### config.mk
export PLATFORM = sky130hd
export DESIGN_NAME = sinc2_decim
export DESIGN_NICKNAME = d
export VERILOG_FILES = /design/src/rtl/sinc2_pkg.sv /design/src/rtl/sinc2_integ.sv /design/src/rtl/sinc2_comb.sv /design/src/rtl/sinc2_scale.sv /design/src/rtl/sinc2_decim.sv
export SDC_FILE = /design/constraint.sdc
export NUM_CORES = 1
export LEC_CHECK = 0
export ABC_CLOCK_PERIOD_IN_PS = 10300
export BUFFER_PORTS_ARGS = -buffer_cell sky130_fd_sc_hd__buf_2
export CAP_MARGIN = 20
export CORE_ASPECT_RATIO = 2
export CORE_UTILIZATION = 58
export DETAILED_ROUTE_END_ITERATION = 12
export GPL_TIMING_DRIVEN = 0
export PLACE_DENSITY = 0.76
export SLEW_MARGIN = 25
export SYNTH_ARGS = -nofsm -noshare
export SYNTH_HDL_FRONTEND = slang
export SYNTH_SLANG_ARGS = --single-unit
### constraint.sdc
create_clock -name clk -period 10.3 [get_ports clk]
set_input_delay 2.06 -clock clk [delete_from_list [all_inputs] [get_ports clk]]
set_output_delay 2.06 -clock clk [all_outputs]
set_load 0.005 [all_outputs]
### src/rtl/sinc2_pkg.sv
package sinc2_pkg;

   localparam int CNT_W = 9;

   typedef enum logic [1:0] {
      MODE_RAW     = 2'd0,
      MODE_ONESHOT = 2'd1,
      MODE_FULL    = 2'd2,
      MODE_RSVD    = 2'd3
   } mode_e;

   // Last count index (M-1) for each rate code; zero when disabled.
   function automatic logic [CNT_W-1:0] rate_last(input logic [2:0] sel);
      case (sel)
         3'd1:    rate_last = CNT_W'(31);
         3'd2:    rate_last = CNT_W'(49);
         3'd3:    rate_last = CNT_W'(63);
         3'd4:    rate_last = CNT_W'(124);
         3'd5:    rate_last = CNT_W'(127);
         3'd6:    rate_last = CNT_W'(249);
         3'd7:    rate_last = CNT_W'(255);
         default: rate_last = '0;
      endcase
   endfunction

endpackage

### src/rtl/sinc2_integ.sv
module sinc2_integ #(
   parameter int W     = 18,
   parameter int ORDER = 2
) (
   input  logic         clk,
   input  logic         rst_n,
   input  logic         clr,
   input  logic         step,
   input  logic [W-1:0] delta,
   output logic [W-1:0] sum_nxt
);

   logic [ORDER-1:0][W-1:0] acc_q;
   logic [ORDER-1:0][W-1:0] acc_d;

   for (genvar g = 0; g < ORDER; g++) begin : g_stage
      if (g == 0) begin : g_first
         assign acc_d[g] = acc_q[g] + delta;
      end else begin : g_next
         assign acc_d[g] = acc_q[g] + acc_d[g-1];
      end

      always_ff @(posedge clk) begin
         if (!rst_n)      acc_q[g] <= '0;
         else if (clr)    acc_q[g] <= '0;
         else if (step)   acc_q[g] <= acc_d[g];
      end
   end

   assign sum_nxt = acc_d[ORDER-1];

endmodule

### src/rtl/sinc2_comb.sv
module sinc2_comb #(
   parameter int W     = 18,
   parameter int ORDER = 2
) (
   input  logic         clk,
   input  logic         rst_n,
   input  logic         clr,
   input  logic         fire,
   input  logic [W-1:0] din,
   output logic [W-1:0] dout
);

   logic [ORDER-1:0][W-1:0] dly_q;
   logic [ORDER-1:0][W-1:0] diff;

   for (genvar g = 0; g < ORDER; g++) begin : g_stage
      if (g == 0) begin : g_first
         assign diff[g] = din - dly_q[g];
         always_ff @(posedge clk) begin
            if (!rst_n)     dly_q[g] <= '0;
            else if (clr)   dly_q[g] <= '0;
            else if (fire)  dly_q[g] <= din;
         end
      end else begin : g_next
         assign diff[g] = diff[g-1] - dly_q[g];
         always_ff @(posedge clk) begin
            if (!rst_n)     dly_q[g] <= '0;
            else if (clr)   dly_q[g] <= '0;
            else if (fire)  dly_q[g] <= diff[g-1];
         end
      end
   end

   assign dout = diff[ORDER-1];

endmodule

### src/rtl/sinc2_scale.sv
module sinc2_scale #(
   parameter int W     = 18,
   parameter int OUT_W = 16
) (
   input  logic [W-1:0]     din,
   input  logic [1:0]       sel,
   output logic [OUT_W-1:0] dout
);

   logic [2:0]          amt;
   logic signed [W-1:0] shifted;

   always_comb begin
      amt     = (sel == 2'd3) ? 3'd4 : {1'b0, sel};
      shifted = $signed(din) >>> amt;
      dout    = shifted[OUT_W-1:0];
   end

endmodule

### src/rtl/sinc2_decim.sv
module sinc2_decim
   import sinc2_pkg::*;
#(
   parameter int ORDER = 2,
   parameter int ACC_W = 18
) (
   input  logic       clk,
   input  logic       rst_n,
   input  logic       in_valid,
   input  logic       in_bit,
   input  logic [2:0] rate_sel,
   input  logic [1:0] mode,
   input  logic       zero_neg,
   input  logic [1:0] shift_sel,
   input  logic       clr_hi,
   input  logic       clr_lo,
   output logic [7:0] out_hi,
   output logic [7:0] out_lo,
   output logic       out_valid
);

   localparam int OUT_W  = 16;
   localparam int MIN_W  = 8 * ORDER + 2;

   if (ORDER < 1) begin : g_bad_order
      $error("ORDER must be at least 1");
   end
   if (ACC_W < MIN_W) begin : g_bad_width
      $error("ACC_W too narrow for M=256 at this ORDER");
   end
   if (ACC_W < OUT_W) begin : g_bad_out
      $error("ACC_W must cover the output width");
   end

   mode_e            mode_v;
   logic             clr_all;
   logic             running;
   logic             terminal;
   logic [CNT_W-1:0] cnt_q;
   logic [CNT_W-1:0] last_idx;
   logic [ACC_W-1:0] delta;
   logic [ACC_W-1:0] int_sum;
   logic [ACC_W-1:0] comb_out;
   logic [ACC_W-1:0] result;
   logic [OUT_W-1:0] scaled;
   logic [OUT_W-1:0] res_q;
   logic             valid_q;
   logic             int_clr;
   logic             comb_fire;

   always_comb begin
      mode_v   = mode_e'(mode);
      clr_all  = clr_hi | clr_lo;
      last_idx = rate_last(rate_sel);
      running  = (rate_sel != 3'd0);
      terminal = in_valid && running && !clr_all && (cnt_q >= last_idx);
      if (in_bit)        delta = ACC_W'(1);
      else if (zero_neg) delta = '1;
      else               delta = '0;
      int_clr   = clr_all | (terminal && (mode_v == MODE_ONESHOT));
      comb_fire = terminal && ((mode_v == MODE_FULL) || (mode_v == MODE_RSVD));
      result    = comb_fire ? comb_out : int_sum;
   end

   always_ff @(posedge clk) begin
      if (!rst_n)                 cnt_q <= '0;
      else if (clr_all || !running) cnt_q <= '0;
      else if (in_valid)          cnt_q <= terminal ? '0 : cnt_q + 1'b1;
   end

   sinc2_integ #(.W(ACC_W), .ORDER(ORDER)) u_integ (
      .clk     (clk),
      .rst_n   (rst_n),
      .clr     (int_clr),
      .step    (in_valid),
      .delta   (delta),
      .sum_nxt (int_sum)
   );

   sinc2_comb #(.W(ACC_W), .ORDER(ORDER)) u_comb (
      .clk   (clk),
      .rst_n (rst_n),
      .clr   (clr_all),
      .fire  (comb_fire),
      .din   (int_sum),
      .dout  (comb_out)
   );

   sinc2_scale #(.W(ACC_W), .OUT_W(OUT_W)) u_scale (
      .din  (result),
      .sel  (shift_sel),
      .dout (scaled)
   );

   always_ff @(posedge clk) begin
      if (!rst_n) begin
         res_q   <= '0;
         valid_q <= 1'b0;
      end else begin
         valid_q <= terminal;
         if (terminal) res_q <= scaled;
      end
   end

   assign out_hi    = res_q[15:8];
   assign out_lo    = res_q[7:0];
   assign out_valid = valid_q;

endmodule

==> run_summary.xml <==
<?xml version="1.0" encoding="UTF-8"?>
<metrics>
  <group name="clock_network">
    <metric name="clock_tree_from_tritoncts" unit="">built</metric>
    <metric name="post_cts.repair.setup_buffers" unit="">0</metric>
    <metric name="ctsLongestPathBuffers" unit="">2</metric>
    <metric name="worst_setup_hold_path_clk_slew" unit="ns">0.07</metric>
    <metric name="cts_htree_levels" unit="">3</metric>
    <metric name="cts_repair_resized_insts" unit="">0</metric>
    <metric name="clock_sink_count" unit="">98</metric>
    <metric name="clockRootBuffer" unit="">sky130_fd_sc_hd__clkbuf_16</metric>
    <metric name="postCtsHoldBufs" unit="">0</metric>
    <metric name="clock_latency_on_the_worst_skew_pair" unit="ns">0.36</metric>
    <metric name="numCtsBuffers" unit="">9</metric>
  </group>
  <group name="global_route">
    <metric name="grt_overflow" unit="">0</metric>
    <metric name="first_global_vias" unit="">6810</metric>
    <metric name="antenna_found_initial" unit="">0</metric>
    <metric name="grt_use_total" unit="">0.3114</metric>
    <metric name="grt_first_pass_wirelength" unit="um">31590</metric>
    <metric name="pin_count_of_the_biggest_net_entering_global_routing" unit="">16</metric>
  </group>
  <group name="placed_design">
    <metric name="placedCellCount" unit="">1161</metric>
    <metric name="postPlaceCellArea" unit="um2">7846</metric>
    <metric name="detailed_place_hpwl" unit="um">15630</metric>
    <metric name="portBuffers" unit="">27</metric>
    <metric name="place_congestion" unit="">0.8794</metric>
  </group>
  <group name="hold_path">
    <metric name="worst_hold_startpoint" unit="">u_comb.dly_q[4]</metric>
    <metric name="hold_end" unit="">u_comb.dly_q[4]</metric>
    <metric name="tightest_hold_check_type" unit="">reg -&gt; reg</metric>
    <metric name="whs_path_depth" unit="">2</metric>
  </group>
  <group name="routing">
    <metric name="route.antenna.remaining_nets" unit="">0</metric>
    <metric name="viasPerCell" unit="">5.982</metric>
    <metric name="detailroute.via_count" unit="">7041</metric>
    <metric name="drc_errors" unit="">0</metric>
    <metric name="drtIter0Drc" unit="">268</metric>
    <metric name="route.detailed.wl_per_inst" unit="um">16.71</metric>
    <metric name="top_layer" unit="">met4</metric>
    <metric name="route.met2.wl" unit="um">10580</metric>
    <metric name="met3RoutedLength" unit="um">739</metric>
    <metric name="first_pass_iters" unit="">5</metric>
    <metric name="post_route_met1_wirelength" unit="um">6787</metric>
    <metric name="detail_route.wirelength" unit="um">19670</metric>
  </group>
  <group name="final_layout">
    <metric name="layout.cells.most_common" unit="">sky130_fd_sc_hd__nand2_1</metric>
    <metric name="final-instance-count-excl-fill" unit="">1177</metric>
    <metric name="area_delta_synth_final" unit="%">8.565</metric>
    <metric name="antenna_cells" unit="">0</metric>
    <metric name="multiInputGateArea" unit="um2">5152</metric>
    <metric name="final_layout_size_suffix_gt1_frac" unit="">0.06816</metric>
    <metric name="finish.net_count" unit="">1102</metric>
    <metric name="layout_common_cells" unit="">120 x sky130_fd_sc_hd__nand2_1, 104 x sky130_fd_sc_hd__nor2_1, 98 x sky130_fd_sc_hd__dfxtp_1, 88 x sky130_fd_sc_hd__a21oi_1, 63 x sky130_fd_sc_hd__ha_1</metric>
    <metric name="design_area" unit="um2">8168</metric>
    <metric name="final-seq-area" unit="um2">1962</metric>
    <metric name="layout.filler_cells" unit="">1163</metric>
  </group>
  <group name="synth">
    <metric name="synth_seq_area_share" unit="">0.2608</metric>
    <metric name="yosysTopAreaCell" unit="">sky130_fd_sc_hd__dfxtp_1</metric>
    <metric name="ys_types" unit="">71</metric>
    <metric name="yosys_register_bits" unit="">98</metric>
    <metric name="netlist.area_leader.share" unit="">0.2608</metric>
    <metric name="synth-edff-count" unit="">0</metric>
    <metric name="netlist_area" unit="um2">7523</metric>
    <metric name="synthesis.yosys.warnings" unit="">0</metric>
    <metric name="syn_avg_cell_area" unit="um2">7.646</metric>
    <metric name="syn-num-nets" unit="">1064</metric>
    <metric name="synthCells" unit="">984</metric>
    <metric name="synthFlopType" unit="">sky130_fd_sc_hd__dfxtp_1</metric>
    <metric name="synthTopCellsByArea" unit="">sky130_fd_sc_hd__dfxtp_1 26%, sky130_fd_sc_hd__ha_1 10%, sky130_fd_sc_hd__nand2_1 6.0%, sky130_fd_sc_hd__a21oi_1 5.9%, sky130_fd_sc_hd__xnor2_1 5.4%</metric>
    <metric name="async_flop_share" unit="">0</metric>
  </group>
  <group name="critical_path">
    <metric name="r2r_start" unit="">u_integ.acc_q[1]</metric>
    <metric name="crit_path_capture_type" unit="">register</metric>
    <metric name="critical_path_top_delay_cell" unit="">sky130_fd_sc_hd__nor4_1</metric>
    <metric name="worstSetupPathType" unit="">in -&gt; reg</metric>
    <metric name="cp_max_fo" unit="">10</metric>
    <metric name="worst_ep_arrival_time" unit="ns">10.11</metric>
    <metric name="worst_path_largest_cell_delay" unit="ns">0.54</metric>
    <metric name="crit_path_start_kind" unit="">input pin</metric>
    <metric name="rr_endpoint" unit="">res_q[14]</metric>
    <metric name="regToRegSetupSlack" unit="ns">2.75</metric>
    <metric name="r2r.worst_path.cells" unit="">32</metric>
    <metric name="required" unit="ns">10.53</metric>
  </group>
  <group name="floorplan">
    <metric name="fp.dieArea" unit="um2">13460</metric>
    <metric name="std_cell_rows" unit="">58</metric>
    <metric name="placeableCoreArea" unit="um2">12630</metric>
    <metric name="ios" unit="">31</metric>
    <metric name="initial_core_util" unit="">0.5958</metric>
    <metric name="die_w" unit="um">82.54</metric>
    <metric name="fp.dieH" unit="um">163.1</metric>
  </group>
  <group name="outcome">
    <metric name="status" unit="">finished clean</metric>
  </group>
  <group name="timing">
    <metric name="hold_ws" unit="ns">0.4543</metric>
    <metric name="worst-slew-pin-transition" unit="ns">0.9001</metric>
    <metric name="rsz0062_at_grt" unit="">no</metric>
    <metric name="timing.setup.tns" unit="ns">0</metric>
    <metric name="maxSlewHeadroom" unit="">0.3999</metric>
    <metric name="worst_setup_skew_after_layout" unit="ns">0.01079</metric>
    <metric name="hold_viol" unit="">0</metric>
    <metric name="final_max_slew_viol_count" unit="">0</metric>
    <metric name="maxClockFrequency" unit="GHz">0.1012</metric>
    <metric name="fin_crit_sh" unit="">0.9593</metric>
    <metric name="final_period_minus_worst_setup_slack" unit="ns">9.880</metric>
    <metric name="final_setup_violating_endpoints" unit="">0</metric>
  </group>
  <group name="power">
    <metric name="p_seq_frac" unit="">0.339</metric>
    <metric name="power_report.internal_total" unit="uW">752.0</metric>
    <metric name="p_per_area" unit="nW/um2">138.1</metric>
    <metric name="comb_power_share" unit="">0.327</metric>
    <metric name="fraction_of_power_consumed_by_the_clock_network" unit="">0.334</metric>
    <metric name="static-leakage-power" unit="uW">0.003205</metric>
    <metric name="worst_ir_drop_vdd" unit="uV">96.68</metric>
    <metric name="p_sw_frac" unit="">0.3335</metric>
    <metric name="total_switching_power" unit="uW">376.3</metric>
    <metric name="post-layout-total-power" unit="uW">1128</metric>
  </group>
  <group name="job">
    <metric name="cap_viol_max_count" unit="">0</metric>
  </group>
</metrics>
[critical path: cells and delay by family]
kind / cells / cell delay (ns)
AOI/OAI and AO/OA: 12 / 2.62
xor gates and xnor gates: 5 / 1.05
adders and majority gates: 4 / 1.25
buffers and inverters: 3 / 0.91
muxes: 1 / 0.21
and+or+nand+nor: 10 / 2.03
[layer usage]
metal,up-vias,track usage
li1,3529,-
met5,-,0
met2,168,0.5755
met3,91,0.06592
met1,3253,0.2671
met4,0,0.2633
[sequential cells by signal, summed over array words and instances, names as in the netlist]
name / flops
u_comb.dly_q: 36
out_valid: 1
u_integ.acc_q: 36
res_q: 16
cnt_q: 9
[cell families (layout without fill, tap and decap cells)]
group,Yosys count,after routing,synth area share
AOI/OAI and AO/OA,250,250,0.2076
muxes,41,41,0.05987
adders and majority gates,66,66,0.1128
buffers and inverters,106,149,0.05438
and+or+nand+nor,345,345,0.2129
DFF,98,98,0.2608
xor gates and xnor gates,78,78,0.09180
[Yosys cell counts (21+ instances only)]
| library cell | number |
|---|---|
| sky130_fd_sc_hd__nand3_1 | 21 |
| sky130_fd_sc_hd__nor3_1 | 26 |
| sky130_fd_sc_hd__nor2_1 | 104 |
| sky130_fd_sc_hd__dfxtp_1 | 98 |
| sky130_fd_sc_hd__o21ai_0 | 45 |
| sky130_fd_sc_hd__xnor2_1 | 46 |
| sky130_fd_sc_hd__inv_1 | 57 |
| sky130_fd_sc_hd__clkbuf_1 | 33 |
| sky130_fd_sc_hd__nand2_1 | 120 |
| sky130_fd_sc_hd__a21oi_1 | 88 |
| sky130_fd_sc_hd__ha_1 | 63 |
| sky130_fd_sc_hd__xor2_1 | 31 |
| sky130_fd_sc_hd__mux2i_1 | 36 |
[layout make-up]
class                      instances  area share
buffer                            48     0.02344
clock buffer                      12     0.03018
clock inverter                     4    0.009191
inverter                          58     0.02665
multi-input combinational        780      0.6308
sequential                        98      0.2402
tap                              150     0.02298
timing repair buffer              27     0.01654
[how the worst max path moves through the flow]
stage / start / end / depth (start not counted)
6_report: in_bit / res_q[14] / 35
5_1_grt: in_bit / res_q[14] / 35
4_1_cts: in_bit / res_q[14] / 35
3_5_place_dp: in_bit / res_q[14] / 35
3_3_place_gp: in_bit / res_q[14] / 35
2_1_floorplan: in_bit / res_q[14] / 29
[power by group through the flow]
stage          Clock, uW  Combinational [uW]  Sequential [uW]
2_1_floorplan          0                 290              391
3_3_place_gp           0                 357              391
3_5_place_dp           0                 363              391
4_1_cts              378                 365              383
5_1_grt              390                 408              383
6_report             376                 369              383
[per-stage QoR]
stage | worst slack, ns | util
after floorplan | 2.051 | -
final | 0.4197 | 0.6468
after global routing | 0.02604 | 0.6468
after CTS | 0.8070 | 0.6468
after global placement | 0.4849 | 0.6214
after detailed placement | 0.4638 | 0.6214
Note: power is estimated with default switching activity, not from simulation.
